<file path="config.mk">
export PLATFORM = sky130hd
export DESIGN_NAME = i2c_regport_target
export DESIGN_NICKNAME = d
export VERILOG_FILES = /design/src/rtl/i2c_tgt_pkg.sv /design/src/rtl/i2c_spike_filter.sv /design/src/rtl/i2c_line_events.sv /design/src/rtl/i2c_tgt_ctrl.sv /design/src/rtl/i2c_regport_target.sv
export SDC_FILE = /design/constraint.sdc
export NUM_CORES = 1
export LEC_CHECK = 0
export BUFFER_PORTS_ARGS = -buffer_cell sky130_fd_sc_hd__buf_2
export CAP_MARGIN = 20
export CORE_MARGIN = 2
export CORE_UTILIZATION = 52
export DETAILED_ROUTE_END_ITERATION = 8
export PLACE_DENSITY = 0.8
export SKIP_LAST_GASP = 1
export SLEW_MARGIN = 20
export SYNTH_ARGS = -nofsm -noshare
export SYNTH_HDL_FRONTEND = slang
export SYNTH_SLANG_ARGS = --single-unit
</file>
<file path="constraint.sdc">
create_clock -name clk -period 2 [get_ports clk]
set_input_delay 0.1 -clock clk [delete_from_list [all_inputs] [get_ports clk]]
set_output_delay 0.1 -clock clk [all_outputs]
set_load 0.02 [all_outputs]
</file>
<file path="src/rtl/i2c_tgt_pkg.sv">
package i2c_tgt_pkg;
  typedef enum logic [2:0] {
    ST_IDLE,     // waiting for START
    ST_RX,       // shifting in a byte on SCL rising edges
    ST_ACK_WAIT, // byte accepted, pull SDA at next SCL fall
    ST_ACK_HOLD, // holding ACK until next SCL fall
    ST_TX,       // shifting out a byte on SCL falling edges
    ST_MACK,     // host acknowledge slot after a sent byte
    ST_LOAD      // host acked, load next byte at SCL fall
  } tgt_state_t;

  typedef enum logic [1:0] {
    BK_ADDR,
    BK_CMD,
    BK_DATA
  } byte_kind_t;
endpackage

</file>
<file path="src/rtl/i2c_spike_filter.sv">
module i2c_spike_filter #(
  parameter int STABLE_CYC = 6
) (
  input  logic clk,
  input  logic rst,
  input  logic din,
  output logic dout
);
  localparam int CW = $clog2(STABLE_CYC) + 1;

  logic [1:0]    sync;
  logic [CW-1:0] cnt;

  always_ff @(posedge clk) begin
    if (rst) begin
      sync <= 2'b11;
      dout <= 1'b1;
      cnt  <= '0;
    end else begin
      sync <= {sync[0], din};
      if (sync[1] == dout) begin
        cnt <= '0;
      end else if (cnt == CW'(STABLE_CYC - 1)) begin
        dout <= sync[1];
        cnt  <= '0;
      end else begin
        cnt <= cnt + 1'b1;
      end
    end
  end

  // the clean line only ever moves to the level the synchronizer held
  a_r9_filter_follows: assert property (@(posedge clk) disable iff (rst)
    (dout != $past(dout)) |-> ($past(sync[1]) == dout));
endmodule

</file>
<file path="src/rtl/i2c_line_events.sv">
module i2c_line_events (
  input  logic clk,
  input  logic rst,
  input  logic scl_f,
  input  logic sda_f,
  output logic scl_rise,
  output logic scl_fall,
  output logic start_det,
  output logic stop_det
);
  logic scl_q, sda_q;

  always_ff @(posedge clk) begin
    if (rst) begin
      scl_q <= 1'b1;
      sda_q <= 1'b1;
    end else begin
      scl_q <= scl_f;
      sda_q <= sda_f;
    end
  end

  assign scl_rise  = scl_f & ~scl_q;
  assign scl_fall  = ~scl_f & scl_q;
  assign start_det = scl_f & scl_q & sda_q & ~sda_f;
  assign stop_det  = scl_f & scl_q & ~sda_q & sda_f;
endmodule

</file>
<file path="src/rtl/i2c_tgt_ctrl.sv">
module i2c_tgt_ctrl
  import i2c_tgt_pkg::*;
#(
  parameter int              NUM_REGS   = 22,
  parameter logic [NUM_REGS-1:0] RO_MASK    = 22'h00C003,
  parameter logic [NUM_REGS-1:0] STATE_MASK = 22'h000003,
  localparam int             PW         = $clog2(NUM_REGS)
) (
  input  logic          clk,
  input  logic          rst,
  input  logic          scl_f,
  input  logic          sda_f,
  input  logic          scl_rise,
  input  logic          scl_fall,
  input  logic          start_det,
  input  logic          stop_det,
  input  logic [6:0]    my_addr,
  output logic          sda_oe,
  output logic          reg_wr_en,
  output logic [PW-1:0] reg_wr_addr,
  output logic [7:0]    reg_wr_data,
  output logic [PW-1:0] reg_rd_addr,
  input  logic [7:0]    reg_rd_data,
  output logic          state_rd_stb,
  output logic [PW-1:0] state_rd_off
);
  localparam int LAST = NUM_REGS - 1;

  tgt_state_t    state;
  byte_kind_t    kind;
  logic [2:0]    bitcnt;
  logic [6:0]    shreg;
  logic [7:0]    txreg;
  logic [PW-1:0] ptr;
  logic          rw;
  logic [7:0]    rx_byte;
  logic [PW-1:0] ptr_nxt;
  logic          do_load;

  assign rx_byte     = {shreg, sda_f};
  assign ptr_nxt     = (ptr == PW'(LAST)) ? '0 : ptr + 1'b1;
  assign reg_rd_addr = ptr;
  assign do_load     = scl_fall && !start_det && !stop_det &&
                       ((state == ST_ACK_HOLD && kind == BK_ADDR && rw) ||
                        state == ST_LOAD);

  always_ff @(posedge clk) begin
    if (rst) begin
      state        <= ST_IDLE;
      kind         <= BK_ADDR;
      bitcnt       <= '0;
      shreg        <= '0;
      txreg        <= '0;
      ptr          <= '0;
      rw           <= 1'b0;
      sda_oe       <= 1'b0;
      reg_wr_en    <= 1'b0;
      reg_wr_addr  <= '0;
      reg_wr_data  <= '0;
      state_rd_stb <= 1'b0;
      state_rd_off <= '0;
    end else begin
      reg_wr_en    <= 1'b0;
      state_rd_stb <= 1'b0;
      if (stop_det) begin
        state  <= ST_IDLE;
        sda_oe <= 1'b0;
      end else if (start_det) begin
        state  <= ST_RX;
        kind   <= BK_ADDR;
        bitcnt <= '0;
        sda_oe <= 1'b0;
      end else begin
        case (state)
          ST_RX: if (scl_rise) begin
            shreg  <= rx_byte[6:0];
            bitcnt <= bitcnt + 1'b1;
            if (bitcnt == 3'd7) begin
              state <= ST_ACK_WAIT;
              case (kind)
                BK_ADDR: begin
                  if (rx_byte[7:1] == my_addr) rw <= rx_byte[0];
                  else                         state <= ST_IDLE;
                end
                BK_CMD: ptr <= (rx_byte <= 8'(LAST)) ? rx_byte[PW-1:0] : '0;
                default: begin
                  reg_wr_en   <= !RO_MASK[ptr];
                  reg_wr_addr <= ptr;
                  reg_wr_data <= rx_byte;
                  ptr         <= ptr_nxt;
                end
              endcase
            end
          end
          ST_ACK_WAIT: if (scl_fall) begin
            sda_oe <= 1'b1;
            state  <= ST_ACK_HOLD;
          end
          ST_ACK_HOLD: if (scl_fall && !(kind == BK_ADDR && rw)) begin
            sda_oe <= 1'b0;
            state  <= ST_RX;
            kind   <= (kind == BK_ADDR) ? BK_CMD : BK_DATA;
          end
          ST_TX: if (scl_fall) begin
            if (bitcnt == 3'd7) begin
              sda_oe <= 1'b0;
              state  <= ST_MACK;
            end else begin
              txreg  <= txreg << 1;
              sda_oe <= ~txreg[6];
              bitcnt <= bitcnt + 1'b1;
            end
          end
          ST_MACK: if (scl_rise) state <= sda_f ? ST_IDLE : ST_LOAD;
          default: ;
        endcase
        if (do_load) begin
          txreg        <= reg_rd_data;
          sda_oe       <= ~reg_rd_data[7];
          bitcnt       <= '0;
          state        <= ST_TX;
          state_rd_stb <= STATE_MASK[ptr];
          state_rd_off <= ptr;
          ptr          <= ptr_nxt;
        end
      end
    end
  end

  // SDA is let go one clock after a STOP
  a_r10_stop_release: assert property (@(posedge clk) disable iff (rst)
    stop_det |=> !sda_oe);
  // the SDA drive never moves while SCL is high
  a_r7_sda_hold: assert property (@(posedge clk) disable iff (rst)
    (scl_f && $past(scl_f)) |-> $stable(sda_oe));
  // write strobe lasts one clock
  a_r5_wr_pulse: assert property (@(posedge clk) disable iff (rst)
    reg_wr_en |=> !reg_wr_en);
  // state-read pulse lasts one clock
  a_r8_one_cycle: assert property (@(posedge clk) disable iff (rst)
    state_rd_stb |=> !state_rd_stb);
endmodule

</file>
<file path="src/rtl/i2c_regport_target.sv">
module i2c_regport_target #(
  parameter int                  NUM_REGS   = 22,
  parameter int                  SEL_W      = 5,
  parameter logic [6:0]          ADDR_BASE  = 7'h10,
  parameter int                  FILT_CYC   = 6,
  parameter logic [NUM_REGS-1:0] RO_MASK    = 22'h00C003,
  parameter logic [NUM_REGS-1:0] STATE_MASK = 22'h000003,
  localparam int                 PW         = $clog2(NUM_REGS)
) (
  input  logic             clk,
  input  logic             rst,
  input  logic             scl_in,
  input  logic             sda_in,
  input  logic [SEL_W-1:0] addr_sel,
  output logic             sda_oe,
  output logic             reg_wr_en,
  output logic [PW-1:0]    reg_wr_addr,
  output logic [7:0]       reg_wr_data,
  output logic [PW-1:0]    reg_rd_addr,
  input  logic [7:0]       reg_rd_data,
  output logic             state_rd_stb,
  output logic [PW-1:0]    state_rd_off
);
  logic [1:0] raw_lines;
  logic [1:0] clean_lines;
  logic       scl_rise, scl_fall, start_det, stop_det;
  logic [6:0] my_addr;

  assign raw_lines = {sda_in, scl_in};
  assign my_addr   = ADDR_BASE + 7'(addr_sel);

  for (genvar g = 0; g < 2; g++) begin : g_filt
    i2c_spike_filter #(.STABLE_CYC(FILT_CYC)) u_filt (
      .clk  (clk),
      .rst  (rst),
      .din  (raw_lines[g]),
      .dout (clean_lines[g])
    );
  end

  i2c_line_events u_events (
    .clk       (clk),
    .rst       (rst),
    .scl_f     (clean_lines[0]),
    .sda_f     (clean_lines[1]),
    .scl_rise  (scl_rise),
    .scl_fall  (scl_fall),
    .start_det (start_det),
    .stop_det  (stop_det)
  );

  i2c_tgt_ctrl #(
    .NUM_REGS   (NUM_REGS),
    .RO_MASK    (RO_MASK),
    .STATE_MASK (STATE_MASK)
  ) u_ctrl (
    .clk          (clk),
    .rst          (rst),
    .scl_f        (clean_lines[0]),
    .sda_f        (clean_lines[1]),
    .scl_rise     (scl_rise),
    .scl_fall     (scl_fall),
    .start_det    (start_det),
    .stop_det     (stop_det),
    .my_addr      (my_addr),
    .sda_oe       (sda_oe),
    .reg_wr_en    (reg_wr_en),
    .reg_wr_addr  (reg_wr_addr),
    .reg_wr_data  (reg_wr_data),
    .reg_rd_addr  (reg_rd_addr),
    .reg_rd_data  (reg_rd_data),
    .state_rd_stb (state_rd_stb),
    .state_rd_off (state_rd_off)
  );
endmodule

</file>
==> impl_metrics.json <==
{
  "sequential_cell_area_sq_um": 1330,
  "worst_hold_path_type": "input port to flip-flop",
  "ys_warn_count": 0,
  "start_util_pct": 53.9,
  "design.portCount": 43,
  "antenna_found_initial": 0,
  "synth_cell_type_count": 56,
  "critPathKind": "flip-flop to flip-flop",
  "floorplan.die.height_microns": 82.4,
  "timing.critical_path.fanout_max": 6,
  "drt-total-wl_mm": 7.28,
  "post_synth_most_frequent_cells": "dfxtp_1 (66), nand2_1 (43), nor2_1 (39)",
  "post_route_cells_drive_above_1_share_pct": 27.4,
  "fin_crit_sh_pct": 97.3,
  "layout_min_cycle_time_ns": 1.95,
  "max_clock_freq_ghz": 0.514,
  "fin_nets": 464,
  "power_leakage_nw": 1.66,
  "ctsHtreeMaxLevel": 3,
  "synthMuxAreaShare_pct": 7.88,
  "cts_sinks": 66,
  "finalHoldViolCount": 0,
  "port-buffer-count": 42,
  "main_combinational_cell_family_by_area_after_synthesis": "simple AND/OR/NAND/NOR gates",
  "timing.final.setup_violations": 0,
  "die_width_microns": 82.4,
  "post_synthesis_compound_gate_area_fraction_pct": 14.7,
  "route.detailed.drc": 0,
  "synth.avg_cell_area_sq_um": 8.51,
  "timing.max_cap.violations": 0,
  "peakVddDrop_uv": 453,
  "synth-seq-area-share_pct": 41.4,
  "synth_enable_flop_cells": 0,
  "postSynthRegisterBits": 66,
  "area_delta_synth_final_pct": 23.5,
  "ys_top_cells_by_area": "dfxtp_1 (41%), mux2i_1 (7.5%), nand2_1 (5.1%)",
  "post-layout-total-power_w": 0.00257,
  "synth_flop_cell": "dfxtp_1",
  "asyncSetResetFlopFracSynth_pct": 0,
  "cts_tree": "done",
  "rsz0062_at_grt": "true",
  "critical_path.endpoint_type": "flip-flop",
  "wire_length_of_the_first_global_routing_pass_mm": 11.6,
  "dpl.hpwl_mm": 5.19,
  "setup.worst_path.start_class": "flip-flop",
  "timing.critical_path.required_ns": 2.27,
  "critical_path_arrival_ns": 2.22,
  "cts-root-buf": "clkbuf_8",
  "route.detailed.vias_per_inst": 5.57,
  "antenna-diode-count": 0,
  "core_area_sq_um": 5920,
  "clockBufferDepth": 2,
  "detailedRoute.firstPassIterationCount": 4,
  "top_cell_type_s_share_of_synthesized_area_pct": 41.4,
  "insertion_delay_ns": 0.34,
  "outcome": "finished, final reports clean",
  "wl_per_cell_microns": 14.1,
  "synth_simple_gate_area_share_pct": 24.7,
  "hold-worst-slack_ns": 0.0543,
  "synth.largest_area_cell": "dfxtp_1",
  "fp.dieArea_sq_um": 6780,
  "final_core_util_pct": 66.6,
  "drtIter0Drc": 180,
  "filler_cell_count": 494,
  "clock_skews_ns": 0.0101,
  "yosys.area_share.xor_xnor_pct": 3.02,
  "worst-slew-pin-transition_ns": 0.518,
  "overflow_after_grt": 0,
  "via_count": 2880,
  "last_weighted_congestion_value_of_the_routability_driven_placer": 0.909,
  "synth.most_common_cell": "dfxtp_1",
  "post_synth_inst_count": 375,
  "multi_input_comb_area_sq_um": 1790,
  "syn_area_sq_um": 3190,
  "tritoncts_buffers": 9,
  "grt_start_max_net_pins": 21,
  "route.antenna.remaining_nets": 0,
  "power_per_cell_area_nw_per_um2": 652,
  "slew_violations": 0,
  "grt_use_total_pct": 22.2,
  "rows": 28,
  "worst_setup_hold_path_clk_slew_ns": 0.07,
  "slew_headroom_pct": 65.4,
  "synthesis.nets": 400,
  "synth_fa_ha_area_share_pct": 3.13,
  "via_count_of_the_first_global_routing_pass": 2551
}
==> stage by stage <==
step | TNS [ns] | cells | setup slack [ns] | instance area [sq um]
after floorplan | 0 | 375 | 0.0430 | 3190
after global placement | 0 | 498 | 0.0552 | 3600
after detailed placement | -0.130 | 498 | -0.0478 | 3600
after CTS | -0.0116 | 515 | -0.0116 | 3840
after global routing | -0.00417 | 517 | -0.00228 | 3940
final | 0 | 517 | 0.0531 | 3940
==> sequential cells by signal (all words and copies together) (netlist names), 2 cells and up, named ones only <==
signal,count
u_ctrl.reg_wr_addr,5
u_ctrl.shreg,7
u_ctrl.bitcnt,3
u_ctrl.state,3
g_filt.u_filt.cnt,8
g_filt.u_filt.dout,2
u_ctrl.state_rd_off,5
u_ctrl.txreg,7
g_filt.u_filt.sync,4
u_ctrl.kind,2
u_ctrl.reg_wr_data,8
u_ctrl.reg_rd_addr,5
==> kinds of logic (layout without fill, tap and decap cells) <==
| group | count (synthesis) | after routing |
|---|---|---|
| AND/OR/NAND/NOR | 155 | 155 |
| AO/OA/AOI/OAI | 73 | 73 |
| flip-flops | 66 | 66 |
| buffers and inverters | 37 | 104 |
| multiplexers | 25 | 25 |
| XOR/XNOR | 11 | 11 |
| adder cells (fa/ha/maj) | 8 | 8 |
==> critical path: stages, from the launching register on <==
cell and delay (ns):
dfxtp_2 0.34, ha_2 0.19, ha_4 0.18, inv_1 0.12, nor4_4 0.06, buf_4 0.14
o32ai_2 0.22, a22oi_2 0.11, or3_4 0.40, a21oi_2 0.12
==> final timing paths <==
kind / start / slack (ns) / cells after the start / endpoint
hold reg to reg: flip-flop / 0.40 / 1 / u_ctrl.reg_wr_en
hold / removal: reg_rd_data[2] / 0.05 / 3 / u_ctrl.txreg[2]
setup / recovery: u_ctrl.bitcnt[0] / 0.05 / 9 / flip-flop
setup reg to reg: u_ctrl.bitcnt[0] / 0.05 / 9 / flip-flop
==> final cells by class <==
type / instances / area share (%)
inverter: 14 / 1.33
tap: 75 / 2.38
sequential: 66 / 33.7
multi-input combinational: 272 / 45.3
timing repair buffer: 76 / 12.0
clock buffer: 11 / 3.59
clock inverter: 3 / 1.65
==> where the power goes <==
part | switching, W | leakage, nW | internal (W)
Clock | 0.000472 | 0.105 | 0.000721
Combinational | 0.0000311 | 1.01 | 0.0000264
Sequential | 0.00000257 | 0.536 | 0.00132
==> cells in the final DEF (no fill, tap or decap), types with 2 or more instances in the layout <==
cell            n
a211oi_1        4
a21oi_1        29
a22oi_1         7
a31oi_1         5
and3_1          2
buf_2          42
buf_4          31
bufinv_16       2
clkbuf_8       10
dfxtp_1        61
dfxtp_2         4
dlygate4sd3_1   3
ha_1            6
inv_1          14
mux2i_1        24
nand2_1        43
nand2b_1        5
nand3_1        15
nand3b_1        3
nand4_1         4
nor2_1         37
nor2_2          3
nor2b_1         2
nor3_1         11
nor3b_1         3
nor4_1          2
nor4_2          2
o211ai_1        2
o21ai_0         7
o21ai_1         2
or2_2           6
or3_1           2
xnor2_1         8
xor2_1          3
==> repair_timing <==
action | in CTS | in global routing
buffers inserted | 0 | 2
setup endpoints to repair | 5 | 6
endpoints found under the hold margin | 3 | 0
hold buffers | 3 | 0
resized for setup | 2 | 21
cloned | 0 | 0
pin swaps | 0 | 6
==> routing by layer <==
metal / global-route usage [%] / part of all wire (%) / up-vias
li1: - / - / 1444
met1: 29.1 / 46 / 1332
met2: 34.7 / 46 / 89
met3: 4.46 / 5.7 / 15
met4: 10.8 / 2.1 / 0
met5: 0 / 0 / -
Note: power is estimated with default switching activity, not from simulation.
